$ cat config.mk
export PLATFORM = sky130hd
export DESIGN_NAME = phy_cr_master
export DESIGN_NICKNAME = d
export VERILOG_FILES = /design/src/rtl/phy_cr_pkg.sv /design/src/rtl/phy_cr_poll_timer.sv /design/src/rtl/phy_cr_fsm.sv /design/src/rtl/phy_cr_master.sv
export SDC_FILE = /design/constraint.sdc
export NUM_CORES = 1
export LEC_CHECK = 0
export BUFFER_PORTS_ARGS = -buffer_cell sky130_fd_sc_hd__buf_2
export CORE_MARGIN = 2
export CORE_UTILIZATION = 53
export DETAILED_ROUTE_END_ITERATION = 12
export PLACE_DENSITY_LB_ADDON = 0.15
export SYNTH_ARGS = -nofsm -noshare
export SYNTH_HDL_FRONTEND = slang
export SYNTH_HIERARCHICAL = 1
export SYNTH_SLANG_ARGS = --single-unit
$ cat constraint.sdc
create_clock -name clk_i -period 4.1 [get_ports clk_i]
set_clock_uncertainty 0.05 [all_clocks]
set_input_delay 0 -clock clk_i [delete_from_list [all_inputs] [get_ports clk_i]]
set_output_delay 0 -clock clk_i [all_outputs]
set_load 0.05 [all_outputs]
$ cat src/rtl/phy_cr_pkg.sv
package phy_cr_pkg;
  localparam int unsigned CR_FW      = 16;
  localparam int unsigned CR_WW      = 32;
  localparam int unsigned CR_NSTB    = 4;
  localparam int unsigned STB_LSB    = 16;
  localparam int unsigned ACK_BIT    = 18;

  localparam logic [CR_NSTB-1:0] STB_CAP_ADDR = 4'b0001;
  localparam logic [CR_NSTB-1:0] STB_CAP_DATA = 4'b0010;
  localparam logic [CR_NSTB-1:0] STB_WRITE    = 4'b0100;
  localparam logic [CR_NSTB-1:0] STB_READ     = 4'b1000;

  typedef enum logic [3:0] {
    ST_IDLE,
    ST_ADR_HI, ST_ADR_LO,
    ST_DAT_HI, ST_DAT_LO,
    ST_WR_HI,  ST_WR_LO,
    ST_RD_HI,  ST_RD_LO,
    ST_RST_FIRE
  } cr_state_e;
endpackage

$ cat src/rtl/phy_cr_poll_timer.sv
module phy_cr_poll_timer #(
  parameter int unsigned INTERVAL = 10000,
  parameter int unsigned BUDGET   = 5000
) (
  input  logic clk_i,
  input  logic rst_ni,
  input  logic restart_i,
  input  logic miss_i,
  output logic poll_o,
  output logic expire_o
);
  localparam int unsigned IW = (INTERVAL > 1) ? $clog2(INTERVAL) : 1;
  localparam int unsigned BW = (BUDGET > 1) ? $clog2(BUDGET) : 1;

  logic [IW-1:0] intv_q;
  logic [BW-1:0] polls_q;

  assign poll_o   = (intv_q == '0);
  assign expire_o = poll_o && miss_i && (polls_q == BW'(BUDGET - 1));

  always_ff @(posedge clk_i or negedge rst_ni) begin
    if (!rst_ni) begin
      intv_q  <= '0;
      polls_q <= '0;
    end else if (restart_i) begin
      intv_q  <= '0;
      polls_q <= '0;
    end else if (poll_o && miss_i) begin
      intv_q  <= IW'(INTERVAL - 1);
      polls_q <= polls_q + 1'b1;
    end else if (intv_q != '0) begin
      intv_q  <= intv_q - 1'b1;
    end
  end
endmodule

$ cat src/rtl/phy_cr_fsm.sv
module phy_cr_fsm
  import phy_cr_pkg::*;
#(
  parameter logic [CR_FW-1:0] RST_REG_ADDR = 16'h7F3F
) (
  input  logic             clk_i,
  input  logic             rst_ni,
  input  logic             req_valid_i,
  input  logic             req_write_i,
  input  logic [CR_FW-1:0] req_addr_i,
  input  logic [CR_FW-1:0] req_wdata_i,
  output logic             req_ready_o,
  input  logic             ack_i,
  input  logic [CR_FW-1:0] rd_i,
  input  logic             poll_i,
  input  logic             expire_i,
  output logic             restart_o,
  output logic             miss_o,
  output logic [CR_WW-1:0] ctrl_o,
  output logic             done_o,
  output logic             err_o,
  output logic [CR_FW-1:0] rdata_o
);
  cr_state_e          state_q;
  logic [CR_FW-1:0]   field_q, wdata_q, shadow_q, rdata_q;
  logic               write_q, rst_hit_q, done_q, err_q;
  logic               waiting, want_hi, hit;
  logic [CR_NSTB-1:0] stb;

  always_comb begin
    stb     = '0;
    want_hi = 1'b0;
    waiting = 1'b1;
    unique case (state_q)
      ST_IDLE:     waiting = 1'b0;
      ST_RST_FIRE: begin waiting = 1'b0; stb = STB_WRITE; end
      ST_ADR_HI:   begin want_hi = 1'b1; stb = STB_CAP_ADDR; end
      ST_DAT_HI:   begin want_hi = 1'b1; stb = STB_CAP_DATA; end
      ST_WR_HI:    begin want_hi = 1'b1; stb = STB_WRITE; end
      ST_RD_HI:    begin want_hi = 1'b1; stb = STB_READ; end
      default:     ;
    endcase
  end

  assign miss_o      = waiting && (ack_i != want_hi);
  assign hit         = waiting && poll_i && (ack_i == want_hi);
  assign restart_o   = !waiting || hit;
  assign req_ready_o = (state_q == ST_IDLE);
  assign ctrl_o      = {{(CR_WW - STB_LSB - CR_NSTB){1'b0}}, stb, field_q};
  assign done_o      = done_q;
  assign err_o       = err_q;
  assign rdata_o     = rdata_q;

  always_ff @(posedge clk_i or negedge rst_ni) begin
    if (!rst_ni) begin
      state_q   <= ST_IDLE;
      field_q   <= '0;
      wdata_q   <= '0;
      shadow_q  <= '0;
      rdata_q   <= '0;
      write_q   <= 1'b0;
      rst_hit_q <= 1'b0;
      done_q    <= 1'b0;
      err_q     <= 1'b0;
    end else begin
      done_q <= 1'b0;
      err_q  <= 1'b0;
      if (state_q == ST_IDLE) begin
        if (req_valid_i) begin
          field_q   <= req_addr_i;
          wdata_q   <= req_wdata_i;
          write_q   <= req_write_i;
          rst_hit_q <= (req_addr_i == RST_REG_ADDR) && (req_wdata_i != '0);
          state_q   <= ST_ADR_HI;
        end
      end else if (state_q == ST_RST_FIRE) begin
        done_q  <= 1'b1;
        state_q <= ST_IDLE;
      end else if (expire_i) begin
        err_q   <= 1'b1;
        state_q <= ST_IDLE;
      end else if (hit) begin
        unique case (state_q)
          ST_ADR_HI: state_q <= ST_ADR_LO;
          ST_ADR_LO: begin
            if (write_q) begin
              field_q <= wdata_q;
              state_q <= ST_DAT_HI;
            end else begin
              state_q <= ST_RD_HI;
            end
          end
          ST_DAT_HI: state_q <= ST_DAT_LO;
          ST_DAT_LO: state_q <= rst_hit_q ? ST_RST_FIRE : ST_WR_HI;
          ST_WR_HI:  state_q <= ST_WR_LO;
          ST_RD_HI: begin
            shadow_q <= rd_i;
            state_q  <= ST_RD_LO;
          end
          ST_WR_LO: begin
            done_q  <= 1'b1;
            state_q <= ST_IDLE;
          end
          ST_RD_LO: begin
            rdata_q <= shadow_q;
            done_q  <= 1'b1;
            state_q <= ST_IDLE;
          end
          default: state_q <= ST_IDLE;
        endcase
      end
    end
  end
endmodule

$ cat src/rtl/phy_cr_master.sv
module phy_cr_master
  import phy_cr_pkg::*;
#(
  parameter int unsigned      POLL_CYCLES  = 10000,
  parameter int unsigned      POLL_BUDGET  = 5000,
  parameter logic [15:0]      RST_REG_ADDR = 16'h7F3F
) (
  input  logic        clk_i,
  input  logic        rst_ni,
  input  logic        req_valid_i,
  output logic        req_ready_o,
  input  logic        req_write_i,
  input  logic [15:0] req_addr_i,
  input  logic [15:0] req_wdata_i,
  output logic [31:0] ctrl_o,
  input  logic [31:0] stat_i,
  output logic        done_o,
  output logic        err_o,
  output logic [15:0] rdata_o
);
  logic poll, expire, restart, miss;
  logic unused_stat;

  assign unused_stat = ^{stat_i[CR_WW-1:ACK_BIT+1], stat_i[ACK_BIT-1:CR_FW]};

  phy_cr_poll_timer #(
    .INTERVAL (POLL_CYCLES),
    .BUDGET   (POLL_BUDGET)
  ) u_timer (
    .clk_i     (clk_i),
    .rst_ni    (rst_ni),
    .restart_i (restart),
    .miss_i    (miss),
    .poll_o    (poll),
    .expire_o  (expire)
  );

  phy_cr_fsm #(
    .RST_REG_ADDR (RST_REG_ADDR)
  ) u_fsm (
    .clk_i       (clk_i),
    .rst_ni      (rst_ni),
    .req_valid_i (req_valid_i),
    .req_write_i (req_write_i),
    .req_addr_i  (req_addr_i),
    .req_wdata_i (req_wdata_i),
    .req_ready_o (req_ready_o),
    .ack_i       (stat_i[ACK_BIT]),
    .rd_i        (stat_i[CR_FW-1:0]),
    .poll_i      (poll),
    .expire_i    (expire),
    .restart_o   (restart),
    .miss_o      (miss),
    .ctrl_o      (ctrl_o),
    .done_o      (done_o),
    .err_o       (err_o),
    .rdata_o     (rdata_o)
  );
endmodule

# Word-level counts from Yosys, hierarchy flattened
# Index checks and enable logic that the tools add are counted.
# Widths: inputs -> output; s select.
[totals]
word_cells = 89
input_bits = 68
out_inout_bits = 51
latchBits = 0
memories = 0
ram_bits = 0
register_bits = 99
mem_bits_ro = 0
[op_classes]
n_reduce_logical = 26
shifts = 0
div = 0
n_mux = 31
order_cmp = 0
add_sub_neg = 2
bitwise_logic = 3
eq_ne = 16
mul = 0
[op_table]
columns = ["cell", "count"]
rows = [
  ["$mux 16", 7],
  ["$mux 14", 3],
  ["$mux 13", 2],
  ["$mux 4", 6],
  ["$pmux 4 s6", 1],
  ["$eq 16x15->1 const B", 1],
  ["$eq 4x3->1 const B", 4],
  ["$pmux 4 s4", 1],
  ["$reduce_bool 16->1", 1],
  ["$logic_not 14->1", 1],
  ["$reduce_bool 14->1", 1],
  ["$sub 14x1->14 const B", 1],
  ["$add 13x1->13 const B", 1],
  ["$eq 13x13->1 const B", 1],
  ["$mux 1", 10],
  ["$reduce_and 5->1", 2],
  ["$eq 4x2->1 const B", 2],
  ["$eq 4x4->1 const B", 2],
  ["$reduce_bool 2->1", 4],
  ["$logic_and 1x1->1", 6],
  ["$ne 2x2->1 const B", 3],
  ["$reduce_and 6->1", 1],
  ["$reduce_or 2->1", 3],
  ["$eq 4x1->1 const B", 1],
  ["other kinds (10)", 13],
]

# Depth between registers and ports, before layout
[depth]
word_depth = 10
depth_mapped = 15
ltp_nobuf = 11

# By module
# Netlist, hierarchy kept.
[by_module_without_submodules]
columns = ["mod", "instances", "seq_area_each_um2", "area_each_um2", "cells_per_inst"]
rows = [
  ["phy_cr_fsm", 1, 1801.7, 3245.6, 270],
  ["phy_cr_poll_timer", 1, 675.6, 1433.9, 153],
]

# Least setup slack after synthesis
# OpenSTA, ideal clock, no wires.
[synth_timing]
path_kind = "register to register"
start = "register u_fsm.state_q[0]"
end = "register u_fsm.rdata_q[0], in the netlist u_fsm/rdata_o[0]"
t_arrival_ns = 3.278
synth_period_minus_slack_ns = 3.453
path_stages_with_launch = 13
slack_ns = 0.647
cell_sequence = "dfrtp_1 buf_6 or2b_1 o21ai_0 nor4b_1 nand4_1 clkbuf_1 nor3b_1 nor2b_1 and2_1 nand4b_2 buf_2 mux2_2"
[synth_via]
elab_chain_len = 9
elab_cells_between_ends = 22
classes_between = "eq/ne: 8; mux: 2; bitwise: 3; reduce/logical: 9"
[synth_lines]
columns = ["item", "line_no", "text"]
rows = [
  ["start: declaration", "phy_cr_fsm.sv:24", "cr_state_e state_q;"],
  ["start signal: assignment", "phy_cr_fsm.sv:94", "ST_DAT_LO: state_q <= rst_hit_q ? ST_RST_FIRE : ST_WR_HI;"],
  ["$eq 4x1->1, or another cell as far along", "phy_cr_fsm.sv:34", "unique case (state_q)"],
  ["$reduce_or 4->1 (no source line)", "n/a", ""],
  ["$mux 1", "phy_cr_fsm.sv:34", ""],
  ["$ne 1x1->1", "phy_cr_fsm.sv:45", "assign miss_o = waiting && (ack_i != want_hi);"],
  ["$logic_and 1x1->1 *", "phy_cr_fsm.sv:45", ""],
  ["via miss", "phy_cr_master.sv:21", "logic poll, expire, restart, miss;"],
  ["$logic_and 1x1->1 * (2 in series)", "phy_cr_poll_timer.sv:19", "assign expire_o = poll_o && miss_i && (polls_q == BW'(BUDGET - 1));"],
  ["via expire", "phy_cr_master.sv:21", ""],
  ["$not 1->1 (no source line) *", "n/a", ""],
  ["$reduce_and 5->1 (no source line) *", "n/a", ""],
  ["end signal: assignment", "phy_cr_fsm.sv:105", "rdata_q <= shadow_q;"],
  ["end: declaration", "phy_cr_fsm.sv:25", "logic [CR_FW-1:0] field_q, wdata_q, shadow_q, rdata_q;"],
]
# Mark *: on every way through the listed nets, which the timed path passes. The rest lies on a longest branch.
# A chain may end at the register's enable or synchronous reset.

# Final worst setup path
# Ends and elaborated chain as after synthesis.

==> summary.md <==
| Metric | Value |
|---|---|
| Origin of the critical flop-to-flop path | u_fsm/state_q[0]$_DFFE_PN0P_ |
| Hold path startpoint | req_valid_i |
| Worst reg2reg path endpoint | u_fsm/rdata_o[0]$_DFFE_PN0P_ |
| Post-route clock period utilization | 81.4% |
| Clock Root Buffer | sky130_fd_sc_hd__clkbuf_8 |
| Proportion of power drawn by flip-flops and latches | 47.0% |
| Area delta synth->final | 25.4% |
| Final Hold Vio Count | 0 |
| Total I/O pin count | 119 |
| Number of clock buffers inserted by TritonCTS | 9 |
| Top fanout value on the critical path | 16 |
| Setup slack on the worst flop-to-flop path | 0.76 ns |
| Combinational group share of total power | 32.4% |
| Most frequently used flop master after synthesis | sky130_fd_sc_hd__dfrtp_1 |
| Wire per inst | 15.8 um |
| Leak Pwr | 2.88 nW |
| Number of clock sinks | 99 |
| Level count of the clock H-tree | 3 |
| Fraction of synthesized area in multiplexers | 13.0% |
| Post-synthesis average cell area | 11.1 um2 |
| Post-route DRC | 0 |
| Antenna violations before repair | 0 |
| Port buffer count | 91 |
| Basic-gate share of the synthesized area counting and, or, nand and nor cells | 15.3% |
| WP data required | 4.29 ns |
| Seq/Total Area, Yosys | 52.9% |
| Total of fill cells in the finished design | 653 |
| Power per standard cell area | 521 mW/mm2 |
| Cell row count | 34 |
| Peak clock frequency supported by timing | 0.300 GHz |
| Compound-Gate Fraction of Synth Area | 10.3% |
| Cell area after technology mapping | 0.00468 mm2 |
| Minimum period implied by the final worst setup slack | 3.34 ns |
| Net Sw Power | 1.16 mW |
| DRT iter0 DRCs | 185 |
| Detailed-route via count | 3730 |
| Xor and xnor area share after synthesis | 1.50% |
| Setup repair after global routing missed its margin | no |
| Leftover overflow at the end of global routing | 0 |
| Post-Synthesis Cells | 423 |
| Endpoint with the worst hold slack | u_fsm/state_q[0]$_DFFE_PN0P_ |
| Switching part of the total power | 38.0% |
| Run status | finished, final reports clean |
| Layout Nets | 631 |
| Worst path arrival time | 3.53 ns |
| Drt first pass iters | 4 |
| Dominant combinational cell family by area after synthesis | simple AND/OR/NAND/NOR gates |
| Vias in the first global route | 3785 |
| GRT Resource Usage Total | 23.4% |
| Number of failing setup endpoints in the final timing report | 0 |
| Post-synthesis sequential element count | 99 |
| Half-perimeter wire length after placement | 6.90 mm |
| Category of the worst setup path capture point | flop |
| First-pass GRT wire length | 18.2 mm |
| Transition time at the pin with the least slew margin | 0.835 ns |
| Clock tree from TritonCTS | done |
| Type of the setup path with the least slack | reg2reg |
| Count of warnings emitted by yosys | 6 |
| CTS clock-pin slew for the worst setup and hold paths | 0.09 ns |
| Synthesized-area fraction occupied by adder cells | 0.535% |
| Area of the placeable core | 0.00864 mm2 |
| Proportion of power drawn by the clock network | 20.6% |
| Post-detailed-routing wire length | 10.6 mm |
| Hold Path Class | in2reg |
| Max transition margin | 44.3% |
| Final weighted congestion in routability-driven placement | 0.759 |
| Die area | 0.00960 mm2 |
| Clock latency of the later-clocked register in the worst-skew pair | 0.37 ns |
| Number of antenna diodes | 0 |
| Largest net degree at the start of global routing | 68 |
| Vias per cell | 5.53 |
| Kind of start point of the critical path | flop |
| Number of cells traversed by the worst register-to-register path | 9 |
| Maximum root-to-sink buffer count | 2 |
| Number of synthesized flops with an enable pin | 0 |
| Setup bufs post-CTS | 0 |
| Total count of max-transition violations in the final report | 0 |
| Starting Density | 54.2% |
| Unique masters post-synth | 54 |
| Antenna violation net count after detailed routing | 0 |
| Die boundary width | 98.0 um |
| Count of max-cap constraint violations | 0 |
| Fraction of final layout cells sized beyond drive strength 1 | 28.4% |
| DIE HEIGHT | 98.0 um |
| Final setup TNS | 0 ns |
| Min-Delay Path Depth | 5 |
| Peak supply drop | 0.447 mV |
| Post-layout util | 68.0% |
| Internal | 1.90 mW |
| Share of flip-flops with an asynchronous set or reset | 100% |
## state kept, by name (all words and copies together) (netlist names)
register and count:
u_fsm/shadow_q 16, u_fsm/rst_hit_q 1, u_timer/polls_q 13, u_fsm/wdata_q 16, u_fsm/write_q 1, u_timer/intv_q 14, u_fsm/err_o 1, u_fsm/state_q 4
u_fsm/field_q 16, u_fsm/done_o 1, u_fsm/rdata_o 16
## cell families (layout without fill, tap and decap cells)
kind of cell,count (synthesis),in the layout
compound gates,82,82
xor+xnor,8,8
fa+ha+maj,2,2
buf+inv,57,189
flops,99,99
mux,54,54
other cells,1,12
simple gates,120,120
## power by group through the flow
stage               combinational (mW)  clock [mW]  sequential [mW]
finish                           0.991       0.630             1.44
CTS                              0.989       0.657             1.43
detailed placement               0.951           0             1.45
global placement                 0.917           0             1.44
global route                      1.07       0.693             1.48
floorplan                        0.562           0             1.61
## metrics by stage
step           setup slack (ns)  hold WS [ns]  area, um2  total power [mW]  cells
3_5_place_dp              0.779         0.117       5170              2.40    608
5_1_grt                   0.490         0.150       5870              3.24    674
2_1_floorplan             0.647        -0.346       4720              2.17    434
4_1_cts                   0.754        0.0681       5870              3.08    674
3_3_place_gp              0.898         0.108       5170              2.35    608
6_report                  0.762        0.0850       5870              3.06    674
## metal layers
metal	track usage, %	part of all wire [%]
met3	6.59	5.1
met1	29.9	43
met4	7.26	1.2
met5	0	0
met2	38.9	51
## cells in the mapped netlist (3+ instances only)
cell | n | area [um2]
sky130_fd_sc_hd__mux2_2 | 39 | 439
sky130_fd_sc_hd__clkbuf_1 | 10 | 37.5
sky130_fd_sc_hd__nor3_1 | 14 | 70.1
sky130_fd_sc_hd__and2_1 | 3 | 18.8
sky130_fd_sc_hd__or3_1 | 7 | 43.8
sky130_fd_sc_hd__mux2_1 | 10 | 113
sky130_fd_sc_hd__mux2i_1 | 4 | 40.0
sky130_fd_sc_hd__or4_1 | 7 | 52.6
sky130_fd_sc_hd__nor4_2 | 3 | 37.5
sky130_fd_sc_hd__buf_6 | 3 | 33.8
sky130_fd_sc_hd__nor4_1 | 8 | 50.1
sky130_fd_sc_hd__nor2_1 | 16 | 60.1
sky130_fd_sc_hd__a211oi_1 | 3 | 22.5
sky130_fd_sc_hd__nor2b_1 | 4 | 25.0
sky130_fd_sc_hd__o31ai_1 | 7 | 52.6
sky130_fd_sc_hd__buf_2 | 7 | 35.0
sky130_fd_sc_hd__inv_1 | 23 | 86.3
sky130_fd_sc_hd__nand2b_1 | 5 | 31.3
sky130_fd_sc_hd__dfrtp_1 | 99 | 2480
sky130_fd_sc_hd__o21ai_0 | 12 | 60.1
sky130_fd_sc_hd__nand3_1 | 12 | 60.1
sky130_fd_sc_hd__nand4_1 | 7 | 43.8
sky130_fd_sc_hd__buf_4 | 13 | 97.6
sky130_fd_sc_hd__xor2_1 | 3 | 26.3
sky130_fd_sc_hd__a21oi_1 | 36 | 180
sky130_fd_sc_hd__nand2_1 | 15 | 56.3
sky130_fd_sc_hd__o22ai_1 | 16 | 100
sky130_fd_sc_hd__xnor2_1 | 5 | 43.8
## critical path, cell delays in order (launching register included)
cell and delay [ns]:
sky130_fd_sc_hd__dfrtp_1 0.60, sky130_fd_sc_hd__or2b_1 0.28, sky130_fd_sc_hd__o21ai_0 0.39, sky130_fd_sc_hd__nor4b_1 0.28
sky130_fd_sc_hd__nand4_1 0.17, sky130_fd_sc_hd__nor3b_1 0.32, sky130_fd_sc_hd__nor2b_1 0.13, sky130_fd_sc_hd__and2_1 0.20
sky130_fd_sc_hd__nand4b_2 0.39, sky130_fd_sc_hd__mux2_2 0.41
## worst max-delay path by stage
| stage | from | endpoint | slack, ns | depth (start not counted) |
|---|---|---|---|---|
| floorplan | u_fsm/state_q[0]$_DFFE_PN0P_ | u_fsm/rdata_o[0]$_DFFE_PN0P_ | 0.65 | 12 |
| global placement | u_fsm/state_q[0]$_DFFE_PN0P_ | u_fsm/rdata_o[10]$_DFFE_PN0P_ | 0.90 | 9 |
| detailed placement | u_fsm/state_q[0]$_DFFE_PN0P_ | u_fsm/rdata_o[0]$_DFFE_PN0P_ | 0.78 | 9 |
| CTS | u_fsm/state_q[0]$_DFFE_PN0P_ | u_fsm/rdata_o[0]$_DFFE_PN0P_ | 0.75 | 9 |
| global route | u_fsm/state_q[0]$_DFFE_PN0P_ | u_fsm/rdata_o[0]$_DFFE_PN0P_ | 0.49 | 9 |
| finish | u_fsm/state_q[0]$_DFFE_PN0P_ | u_fsm/rdata_o[0]$_DFFE_PN0P_ | 0.76 | 9 |
## timing repair
action	4_1_cts	5_1_grt
hold endpoints to repair	116	0
hold buffers	50	0
resized for setup	0	0
## layout make-up
| cell class | count | area, um2 | area share (%) |
|---|---|---|---|
| Sequential cell | 99 | 2480 | 42.2 |
| Multi-Input combinational cell | 278 | 1950 | 33.1 |
| Timing Repair Buffer | 150 | 1030 | 17.5 |
| Tap cell | 108 | 135 | 2.30 |
| Clock buffer | 10 | 128 | 2.17 |
| Inverter | 23 | 86.3 | 1.47 |
| Clock inverter | 6 | 71.3 | 1.22 |
## cell usage in the layout (no fill, tap or decap), types with 3 or more instances in the layout
cell	count
sky130_fd_sc_hd__mux2i_1	4
sky130_fd_sc_hd__nor4_1	8
sky130_fd_sc_hd__mux2_1	10
sky130_fd_sc_hd__xnor2_1	5
sky130_fd_sc_hd__nand2b_1	5
sky130_fd_sc_hd__dfrtp_1	99
sky130_fd_sc_hd__buf_4	10
sky130_fd_sc_hd__xor2_1	3
sky130_fd_sc_hd__or3_1	7
sky130_fd_sc_hd__a21oi_1	36
sky130_fd_sc_hd__o22ai_1	16
sky130_fd_sc_hd__nand2_1	15
sky130_fd_sc_hd__mux2_2	39
sky130_fd_sc_hd__a211oi_1	3
sky130_fd_sc_hd__clkbuf_8	9
sky130_fd_sc_hd__nor3_1	14
sky130_fd_sc_hd__buf_2	90
sky130_fd_sc_hd__inv_1	23
sky130_fd_sc_hd__and2_1	3
sky130_fd_sc_hd__o21ai_0	12
sky130_fd_sc_hd__nor4_2	3
sky130_fd_sc_hd__o31ai_1	7
sky130_fd_sc_hd__dlygate4sd3_1	50
sky130_fd_sc_hd__nand4_1	7
sky130_fd_sc_hd__nand3_1	12
sky130_fd_sc_hd__nor2_1	16
sky130_fd_sc_hd__nor2b_1	4
sky130_fd_sc_hd__conb_1	12
sky130_fd_sc_hd__or4_1	7
Power figures use the tool's default switching activity.
